--- src/rtl/phy_mgmt_pkg.sv ---
`timescale 1ns/1ps
package phy_mgmt_pkg;
  localparam int unsigned IDX_CTRL    = 0;
  localparam int unsigned IDX_STATUS  = 1;
  localparam int unsigned IDX_ID_HI   = 2;
  localparam int unsigned IDX_ID_LO   = 3;
  localparam int unsigned IDX_ADV     = 4;
  localparam int unsigned IDX_PARTNER = 5;
  localparam int unsigned IDX_SPEED   = 17;
  localparam int unsigned IDX_DIAG    = 18;

  localparam logic [15:0] STATUS_UP   = 16'h782E;
  localparam logic [15:0] SPEED_VAL   = 16'h8000;
  localparam logic [15:0] PARTNER_FIX = 16'h4001;
  localparam logic [15:0] ADV_MASK    = 16'h01E0;

  function automatic logic [15:0] reset_val(input int unsigned idx);
    case (idx)
      IDX_CTRL:  return 16'h3100;
      IDX_ID_HI: return 16'h0300;
      IDX_ID_LO: return 16'hE400;
      IDX_ADV:   return 16'h01E1;
      default:   return 16'h0000;
    endcase
  endfunction
endpackage

--- src/rtl/phy_mgmt_store.sv ---
`timescale 1ns/1ps
module phy_mgmt_store
  import phy_mgmt_pkg::*;
#(
  parameter int unsigned IDX_W  = 5,
  parameter int unsigned DATA_W = 16,
  localparam int unsigned NREG  = 1 << IDX_W
) (
  input  logic                           clk_i,
  input  logic                           rst_ni,
  input  logic                           wr_en_i,
  input  logic [IDX_W-1:0]               wr_idx_i,
  input  logic [DATA_W-1:0]              wr_data_i,
  output logic [NREG-1:0][DATA_W-1:0]    regs_o
);
  for (genvar g = 0; g < NREG; g++) begin : g_reg
    localparam logic [DATA_W-1:0] RST = DATA_W'(reset_val(g));
    always_ff @(posedge clk_i or negedge rst_ni) begin
      if (!rst_ni)
        regs_o[g] <= RST;
      else if (wr_en_i && wr_idx_i == IDX_W'(g))
        regs_o[g] <= wr_data_i;
    end
  end
endmodule

--- src/rtl/phy_mgmt_view.sv ---
`timescale 1ns/1ps
module phy_mgmt_view
  import phy_mgmt_pkg::*;
#(
  parameter int unsigned IDX_W  = 5,
  parameter int unsigned DATA_W = 16,
  localparam int unsigned NREG  = 1 << IDX_W
) (
  input  logic [IDX_W-1:0]            idx_i,
  input  logic                        link_up_i,
  input  logic [NREG-1:0][DATA_W-1:0] regs_i,
  output logic [DATA_W-1:0]           val_o
);
  logic [DATA_W-1:0] adv;
  logic              fast, full;

  assign adv  = regs_i[IDX_ADV];
  // best advertised speed and duplex
  assign fast = adv[7] | adv[8];
  assign full = adv[8] | adv[6];

  always_comb begin
    val_o = regs_i[idx_i];
    unique case (idx_i)
      IDX_W'(IDX_STATUS):  val_o = link_up_i ? DATA_W'(STATUS_UP) : '0;
      IDX_W'(IDX_PARTNER): val_o = DATA_W'(PARTNER_FIX) | (adv & DATA_W'(ADV_MASK));
      IDX_W'(IDX_SPEED):   val_o = DATA_W'(SPEED_VAL);
      IDX_W'(IDX_DIAG): begin
        val_o = '0;
        if (link_up_i) begin
          val_o[10] = fast;
          val_o[11] = full;
        end
      end
      default: ;
    endcase
  end
endmodule

--- src/rtl/phy_mgmt_regs.sv ---
`timescale 1ns/1ps
module phy_mgmt_regs #(
  parameter int unsigned IDX_W  = 5,
  parameter int unsigned DATA_W = 16
) (
  input  logic              clk_i,
  input  logic              rst_ni,
  input  logic [IDX_W-1:0]  reg_idx_i,
  input  logic [DATA_W-1:0] wr_data_i,
  input  logic              wr_en_i,
  input  logic              rd_en_i,
  input  logic              link_up_i,
  output logic [DATA_W-1:0] rd_data_o,
  output logic              rd_valid_o
);
  localparam int unsigned NREG = 1 << IDX_W;

  logic [NREG-1:0][DATA_W-1:0] regs;
  logic [DATA_W-1:0]           view_val;

  phy_mgmt_store #(.IDX_W(IDX_W), .DATA_W(DATA_W)) u_store (
    .clk_i     (clk_i),
    .rst_ni    (rst_ni),
    .wr_en_i   (wr_en_i),
    .wr_idx_i  (reg_idx_i),
    .wr_data_i (wr_data_i),
    .regs_o    (regs)
  );

  phy_mgmt_view #(.IDX_W(IDX_W), .DATA_W(DATA_W)) u_view (
    .idx_i     (reg_idx_i),
    .link_up_i (link_up_i),
    .regs_i    (regs),
    .val_o     (view_val)
  );

  // view reads pre-write contents: same-cycle write is not forwarded
  always_ff @(posedge clk_i or negedge rst_ni) begin
    if (!rst_ni) begin
      rd_data_o  <= '0;
      rd_valid_o <= 1'b0;
    end else begin
      rd_valid_o <= rd_en_i;
      if (rd_en_i) rd_data_o <= view_val;
    end
  end
endmodule

--- config.mk ---
export PLATFORM = sky130hd
export DESIGN_NAME = phy_mgmt_regs
export DESIGN_NICKNAME = d
export VERILOG_FILES = /design/src/rtl/phy_mgmt_pkg.sv /design/src/rtl/phy_mgmt_store.sv /design/src/rtl/phy_mgmt_view.sv /design/src/rtl/phy_mgmt_regs.sv
export SDC_FILE = /design/constraint.sdc
export NUM_CORES = 1
export LEC_CHECK = 0
export BUFFER_PORTS_ARGS = -buffer_cell sky130_fd_sc_hd__buf_2
export CAP_MARGIN = 20
export CORE_MARGIN = 1.5
export CORE_UTILIZATION = 30
export DETAILED_ROUTE_END_ITERATION = 10
export GPL_ROUTABILITY_DRIVEN = 0
export GPL_TIMING_DRIVEN = 0
export PLACE_DENSITY_LB_ADDON = 0.12
export SYNTH_ARGS = -nofsm -noshare
export SYNTH_HDL_FRONTEND = slang
export SYNTH_HIERARCHICAL = 1
export SYNTH_SLANG_ARGS = --single-unit
--- constraint.sdc ---
create_clock -name clk_i -period 2.4 [get_ports clk_i]
set_input_delay 0.12 -clock clk_i [delete_from_list [all_inputs] [get_ports clk_i]]
set_output_delay 0.12 -clock clk_i [all_outputs]
set_load 0.01 [all_outputs]
==> impl_metrics.py, run 1 <==
metrics = {
    "routing": {
        "drt_iter0_drc": 898,
        "final_antenna_net_count": 0,
        "drtPass1Iterations": 7,
        "vias": 14500,
        "post_drt_wl_per_cell_um": 28.2,
        "finalWirelength_um": 79300,
        "via_per_inst": 5.16,
        "drc": 0,
    },
    "timing": {
        "slew_violations": 0,
        "hold_slack_ps": 73.1,
        "slew_headroom": 0.228,
        "maxClockFrequency_mhz": 404,
        "fin_crit_ps": 2480,
        "setup_ws_ps": -78.1,
        "skew_ps": 22.4,
        "worst_pin_slew_ps": 1150,
        "setup_viol": 1,
        "finalHoldViolCount": 0,
        "fin_setup_tns_ps": -78.1,
        "post-route-period-util": 1.03,
        "rsz0062_at_grt": "no",
    },
    "yosys": {
        "synth.cell_area_mm2": 0.0245,
        "synth_edf_count": 0,
        "async_flop_share": 1.00,
        "yosysSeqAreaShare": 0.541,
        "yosys_warnings": 6,
        "syn_avg_cell_area_um2": 15.6,
        "syn_inst": 1568,
        "ys_ff_latch": 529,
        "ys.flop_type": "dfrtp_1",
        "synth_nets": 1594,
        "synth_cell_types": 53,
    },
    "cells_and_area": {
        "final_common_cell": "mux2_2",
        "fin_area_mm2": 0.0287,
        "drive_above_1_share": 0.541,
        "final_util": 0.355,
        "area_growth_pct": 17.0,
        "nets": 1724,
        "fin_cells": 2812,
        "final_cell_mix": "mux2_2 (554), dfrtp_1 (515), mux4_2 (123)",
    },
    "power_and_ir_drop": {
        "switching_share": 0.250,
        "power_density_mw_per_mm2": 901,
        "seq_power_share": 0.447,
        "p_leak_nw": 12.6,
        "power_mw": 25.8,
        "p_clk_frac": 0.387,
        "p_sw_mw": 6.46,
        "max-vdd-ir-drop_mv": 0.542,
        "p_comb_frac": 0.166,
        "p_int_mw": 19.4,
    },
    "cts": {
        "clock-root-buffer": "clkbuf_16",
        "clk_latency_ps": 630,
        "cts.clk_slew.worst_paths_ps": 60,
        "cts_buffers": 59,
        "clockBufferDepth": 3,
        "clock-sinks": 529,
        "cts-htree-levels": 2,
        "post_cts_buffers": 0,
        "tritoncts": "built",
    },
    "global_routing": {
        "grt_max_degree": 118,
        "overflow": 0,
        "antenna_found_initial": 2,
        "grt_pass1_wl_um": 115000,
        "grt_use_total": 0.194,
        "grt_pass1_vias": 15300,
    },
    "floorplanning": {
        "io_pins": 43,
        "dieWidth_um": 289,
        "die_area_mm2": 0.0834,
        "design.core.area_mm2": 0.0807,
        "placementRows": 104,
        "die-height_um": 289,
        "start_util": 0.304,
    },
    "critical_path": {
        "critPathMaxFanout": 10,
        "critPathLaunchType": "primary input",
        "critical_path_required_ps": 2910,
        "arrival_ps": 2990,
        "crit_type": "primary input to flip-flop",
        "cp-end-kind": "flip-flop",
    },
    "placement": {
        "postPlaceCellArea_mm2": 0.0262,
        "portBuffers": 42,
        "hpwl_um": 55400,
        "dp.cells": 2678,
        "preCtsSetupSlack_ps": -1050,
    },
    "hold_path": {
        "min_path_type": "primary input to asynchronous set/reset pin",
    },
    "outcome": {
        "violations": "negative setup slack",
        "outcome": "finished, violations left",
    },
    "job": {
        "maxCapViolations": 0,
    },
}
worst paths after layout:
kind	start	endpoint	slack (ps)	cells after the start
setup / recovery	reg_idx_i[2]	rd_data_o[13]$_DFFE_PN0P_	-80	9
hold / removal	rst_ni	u_store/regs_o[306]$_DFFE_PN0P_	70	3
setup reg to reg	u_store/regs_o[125]$_DFFE_PN0P_	rd_data_o[13]$_DFFE_PN0P_	140	5
hold reg to reg	u_store/regs_o[294]$_DFFE_PN0P_	u_store/regs_o[294]$_DFFE_PN0P_	500	1
max in group asynchronous	rst_ni	u_store/regs_o[167]$_DFFE_PN0P_	910	5
min in group clk_i	rd_en_i	rd_valid_o$_DFF_PN0_	160	2
routing by layer:
| layer | track usage | vias up | wire [µm] |
|---|---|---|---|
| met3 | 0.0281 | 111 | 3160 |
| met2 | 0.309 | 274 | 37000 |
| li1 | - | 6103 | - |
| met4 | 0.0454 | 0 | 1760 |
| met5 | 0 | - | 0 |
| met1 | 0.279 | 8026 | 37400 |
area by class of cell:
class / count / area (µm²)
timing repair buffer: 69 / 607
multi-input combinational: 891 / 10500
antenna: 4 / 10.0
sequential: 529 / 13300
inverter: 2 / 7.51
clock buffer: 93 / 1810
fill: 7778 / 52000
clock inverter: 18 / 340
tap: 1060 / 1330
buffer: 146 / 779
power by group through the flow:
stage	combinational, mW	clock (mW)	sequential [mW]
floorplan	3.04	0	11.4
global placement	4.15	0	11.6
detailed placement	4.28	0	11.7
CTS	4.33	10.3	11.5
global route	4.62	10.7	11.8
finish	4.30	9.99	11.5
flip-flops by register name, indices dropped and copies added (netlist names):
register        flops
u_store/regs_o    512
rd_data_o          16
rd_valid_o          1
critical path: stages:
cell and delay (ps):
buf_2 150, buf_4 210, buf_2 280, inv_2 230, buf_2 530, mux2_2 430, a22oi_1 380, a22oi_1 290
mux2_2 340
repair_timing:
action | CTS | global route
setup endpoints to repair | 15 | 7
endpoints found under the hold margin | 284 | 0
hold buffers | 19 | 0
resized for setup | 19 | 8
kinds of logic (layout without fill, tap and decap cells):
logic type,count (synthesis),in the layout,share of synthesized area
compound gates,69,69,0.0190
buf+inv,148,328,0.0301
flops,529,529,0.541
mux,709,709,0.387
other cells,0,4,0
simple gates,113,113,0.0235
synthesized netlist by cell type (all sizes together) (3+ instances only):
| cell type | instances | area [µm²] |
|---|---|---|
| mux2 | 564 | 6390 |
| dfrtp | 515 | 12900 |
| mux4 | 129 | 2930 |
| buf | 80 | 482 |
| clkbuf | 66 | 248 |
| nand2 | 46 | 173 |
| nor2 | 28 | 105 |
| mux2i | 16 | 160 |
| a21oi | 15 | 75.1 |
| dfstp | 14 | 368 |
| o21ai | 14 | 70.1 |
| a22oi | 13 | 97.6 |
| nand3 | 9 | 60.1 |
| nor2b | 8 | 50.1 |
| o22ai | 4 | 25.0 |
| a211oi | 3 | 27.5 |
| a21o | 3 | 22.5 |
| a22o | 3 | 26.3 |
| and4bb | 3 | 37.5 |
| nand4b | 3 | 26.3 |
| or3 | 3 | 18.8 |
Power figures use the tool's default switching activity.
==> inputs of run 2 (changes only) <==
--- a/config.mk
+++ b/config.mk
@@ -12,7 +12,7 @@
 export DETAILED_ROUTE_END_ITERATION = 10
 export GPL_ROUTABILITY_DRIVEN = 0
 export GPL_TIMING_DRIVEN = 0
-export PLACE_DENSITY_LB_ADDON = 0.12
+export SKIP_LAST_GASP = 1
 export SYNTH_ARGS = -nofsm -noshare
 export SYNTH_HDL_FRONTEND = slang
 export SYNTH_HIERARCHICAL = 1
==> impl_metrics.py, run 2 (synthesis results as in run 1) <==
metrics = {
    "outcome": {
        "outcome": "finished, violations left",
        "violations": "design-rule violations, negative setup slack",
    },
    "cts": {
        "clock-root-buffer": "clkbuf_16",
        "cts-htree-levels": 2,
        "clock-sinks": 529,
        "clk_latency_ps": 610,
        "clockBufferDepth": 3,
        "cts_buffers": 54,
        "cts.clk_slew.worst_paths_ps": 60,
        "tritoncts": "built",
        "post_cts_buffers": 0,
    },
    "cells_and_area": {
        "nets": 1714,
        "largest_reg_flops": 512,
        "final_cell_mix": "mux2_2 (554), dfrtp_1 (515), mux4_2 (123)",
        "drive_above_1_share": 0.538,
        "final_common_cell": "mux2_2",
        "area_growth_pct": 15.3,
        "fin_cells": 2795,
        "regMostFlops": "u_store/regs_o",
        "top_regs": "u_store/regs_o x512, rd_data_o x16, rd_valid_o x1",
        "final_util": 0.350,
    },
    "timing": {
        "rsz0062_at_grt": "no",
        "worst_pin_slew_ps": 1040,
        "fin_crit_ps": 2450,
        "post-route-period-util": 1.02,
        "slew_headroom": 0.307,
        "maxClockFrequency_mhz": 408,
        "slew_violations": 0,
        "setup_ws_ps": -48.1,
        "skew_ps": 15.5,
        "hold_slack_ps": 67.2,
        "finalHoldViolCount": 0,
        "setup_viol": 1,
    },
    "critical_path": {
        "cp_cell_sequence": "buf_2, buf_6, buf_6, clkbuf_4, buf_4, buf_4, nand2_1, a21o_1, o221ai_1, a22oi_1, mux2_2",
        "cp-end-kind": "flip-flop",
        "max_stage_delay_ps": 400,
        "cpLargestDelayFamily": "buffers and inverters",
        "critPathMaxFanout": 10,
        "critical_path_required_ps": 2890,
        "crit_type": "primary input to flip-flop",
        "critPathLaunchType": "primary input",
        "cpMaxStageDelayCell": "o221ai_1",
        "arrival_ps": 2930,
        "timing.critical_path.buf_inv": 6,
    },
    "power_and_ir_drop": {
        "power_density_mw_per_mm2": 871,
        "p_sw_mw": 6.21,
        "seq_power_share": 0.469,
        "p_leak_nw": 12.4,
        "max-vdd-ir-drop_mv": 0.505,
        "p_comb_frac": 0.172,
        "p_clk_frac": 0.359,
        "switching_share": 0.252,
        "p_int_mw": 18.4,
    },
    "floorplanning": {
        "io_pins": 43,
        "start_util": 0.304,
        "design.core.area_mm2": 0.0807,
        "dieWidth_um": 289,
        "placementRows": 104,
        "die-height_um": 289,
        "die_area_mm2": 0.0834,
    },
    "routing": {
        "post_drt_wl_per_cell_um": 25.4,
        "vias": 14700,
        "drt_iter0_drc": 1169,
        "drc": 4,
        "final_antenna_net_count": 0,
        "drtPass1Iterations": 8,
        "via_per_inst": 5.25,
        "finalWirelength_um": 71100,
    },
    "placement": {
        "hpwl_um": 50000,
        "preCtsSetupSlack_ps": -1020,
        "portBuffers": 42,
        "dp.cells": 2674,
    },
    "global_routing": {
        "grt_max_degree": 128,
        "grt_pass1_vias": 15600,
        "overflow": 0,
        "grt_use_total": 0.173,
        "grt_pass1_wl_um": 106000,
        "antenna_found_initial": 4,
    },
    "hold_path": {
        "min_path_type": "primary input to asynchronous set/reset pin",
    },
    "job": {
        "maxCapViolations": 0,
    },
}
==> run 2: path summary, 6_finish.rpt <==
| path | from | end | slack (ps) | depth (start not counted) |
|---|---|---|---|---|
| min in group clk_i | rd_en_i | rd_valid_o$_DFF_PN0_ | 200 | 2 |
| setup / recovery | reg_idx_i[1] | rd_data_o[0]$_DFFE_PN0P_ | -50 | 11 |
| hold reg to reg | u_store/regs_o[229]$_DFFE_PN0P_ | u_store/regs_o[229]$_DFFE_PN0P_ | 500 | 1 |
| hold / removal | rst_ni | u_store/regs_o[370]$_DFFE_PN0P_ | 70 | 2 |
| setup reg to reg | u_store/regs_o[369]$_DFFE_PN0P_ | rd_data_o[1]$_DFFE_PN0P_ | 210 | 5 |
| max in group asynchronous | rst_ni | u_store/regs_o[439]$_DFFE_PN0P_ | 340 | 5 |
==> run 2: power groups by stage <==
stage / clock network [mW] / logic [mW] / registers [mW]
3_5_place_dp: 0 / 4.18 / 11.7
4_1_cts: 9.05 / 4.23 / 11.5
2_1_floorplan: 0 / 3.04 / 11.4
5_1_grt: 9.40 / 4.52 / 11.8
3_3_place_gp: 0 / 4.02 / 11.6
6_report: 8.84 / 4.23 / 11.5
==> run 2: final cells by class <==
class | instances | area [µm²]
Inverter | 2 | 7.51
Clock inverter | 22 | 270
Antenna cell | 4 | 10.0
Fill cell | 7672 | 52400
Multi-Input combinational cell | 891 | 10500
Sequential cell | 529 | 13300
Tap cell | 1060 | 1330
Buffer | 146 | 769
Timing Repair Buffer | 64 | 515
Clock buffer | 77 | 1590
==> run 2: stage by stage <==
step           instance area [µm²]   TNS, ps  power [mW]
2_1_floorplan                24500         0        14.4
3_3_place_gp                 26000  -4763700        15.6
3_5_place_dp                 26200    -12590        15.9
4_1_cts                      28200     -17.7        24.8
5_1_grt                      28300         0        25.7
6_report                     28300     -48.1        24.6
==> run 2: routing by layer <==
layer / global-route usage / up-vias / routed length (µm)
li1: - / 6083 / -
met1: 0.227 / 7993 / 30300
met2: 0.284 / 434 / 34100
met3: 0.0312 / 150 / 3920
met4: 0.0658 / 2 / 2810
met5: 0 / - / 13
==> run 2: what timing repair did <==
item | in CTS | in global routing
hold buffers | 18 | 0
setup endpoints to repair | 15 | 134
endpoints found under the hold margin | 129 | 0
resized for setup | 12 | 10
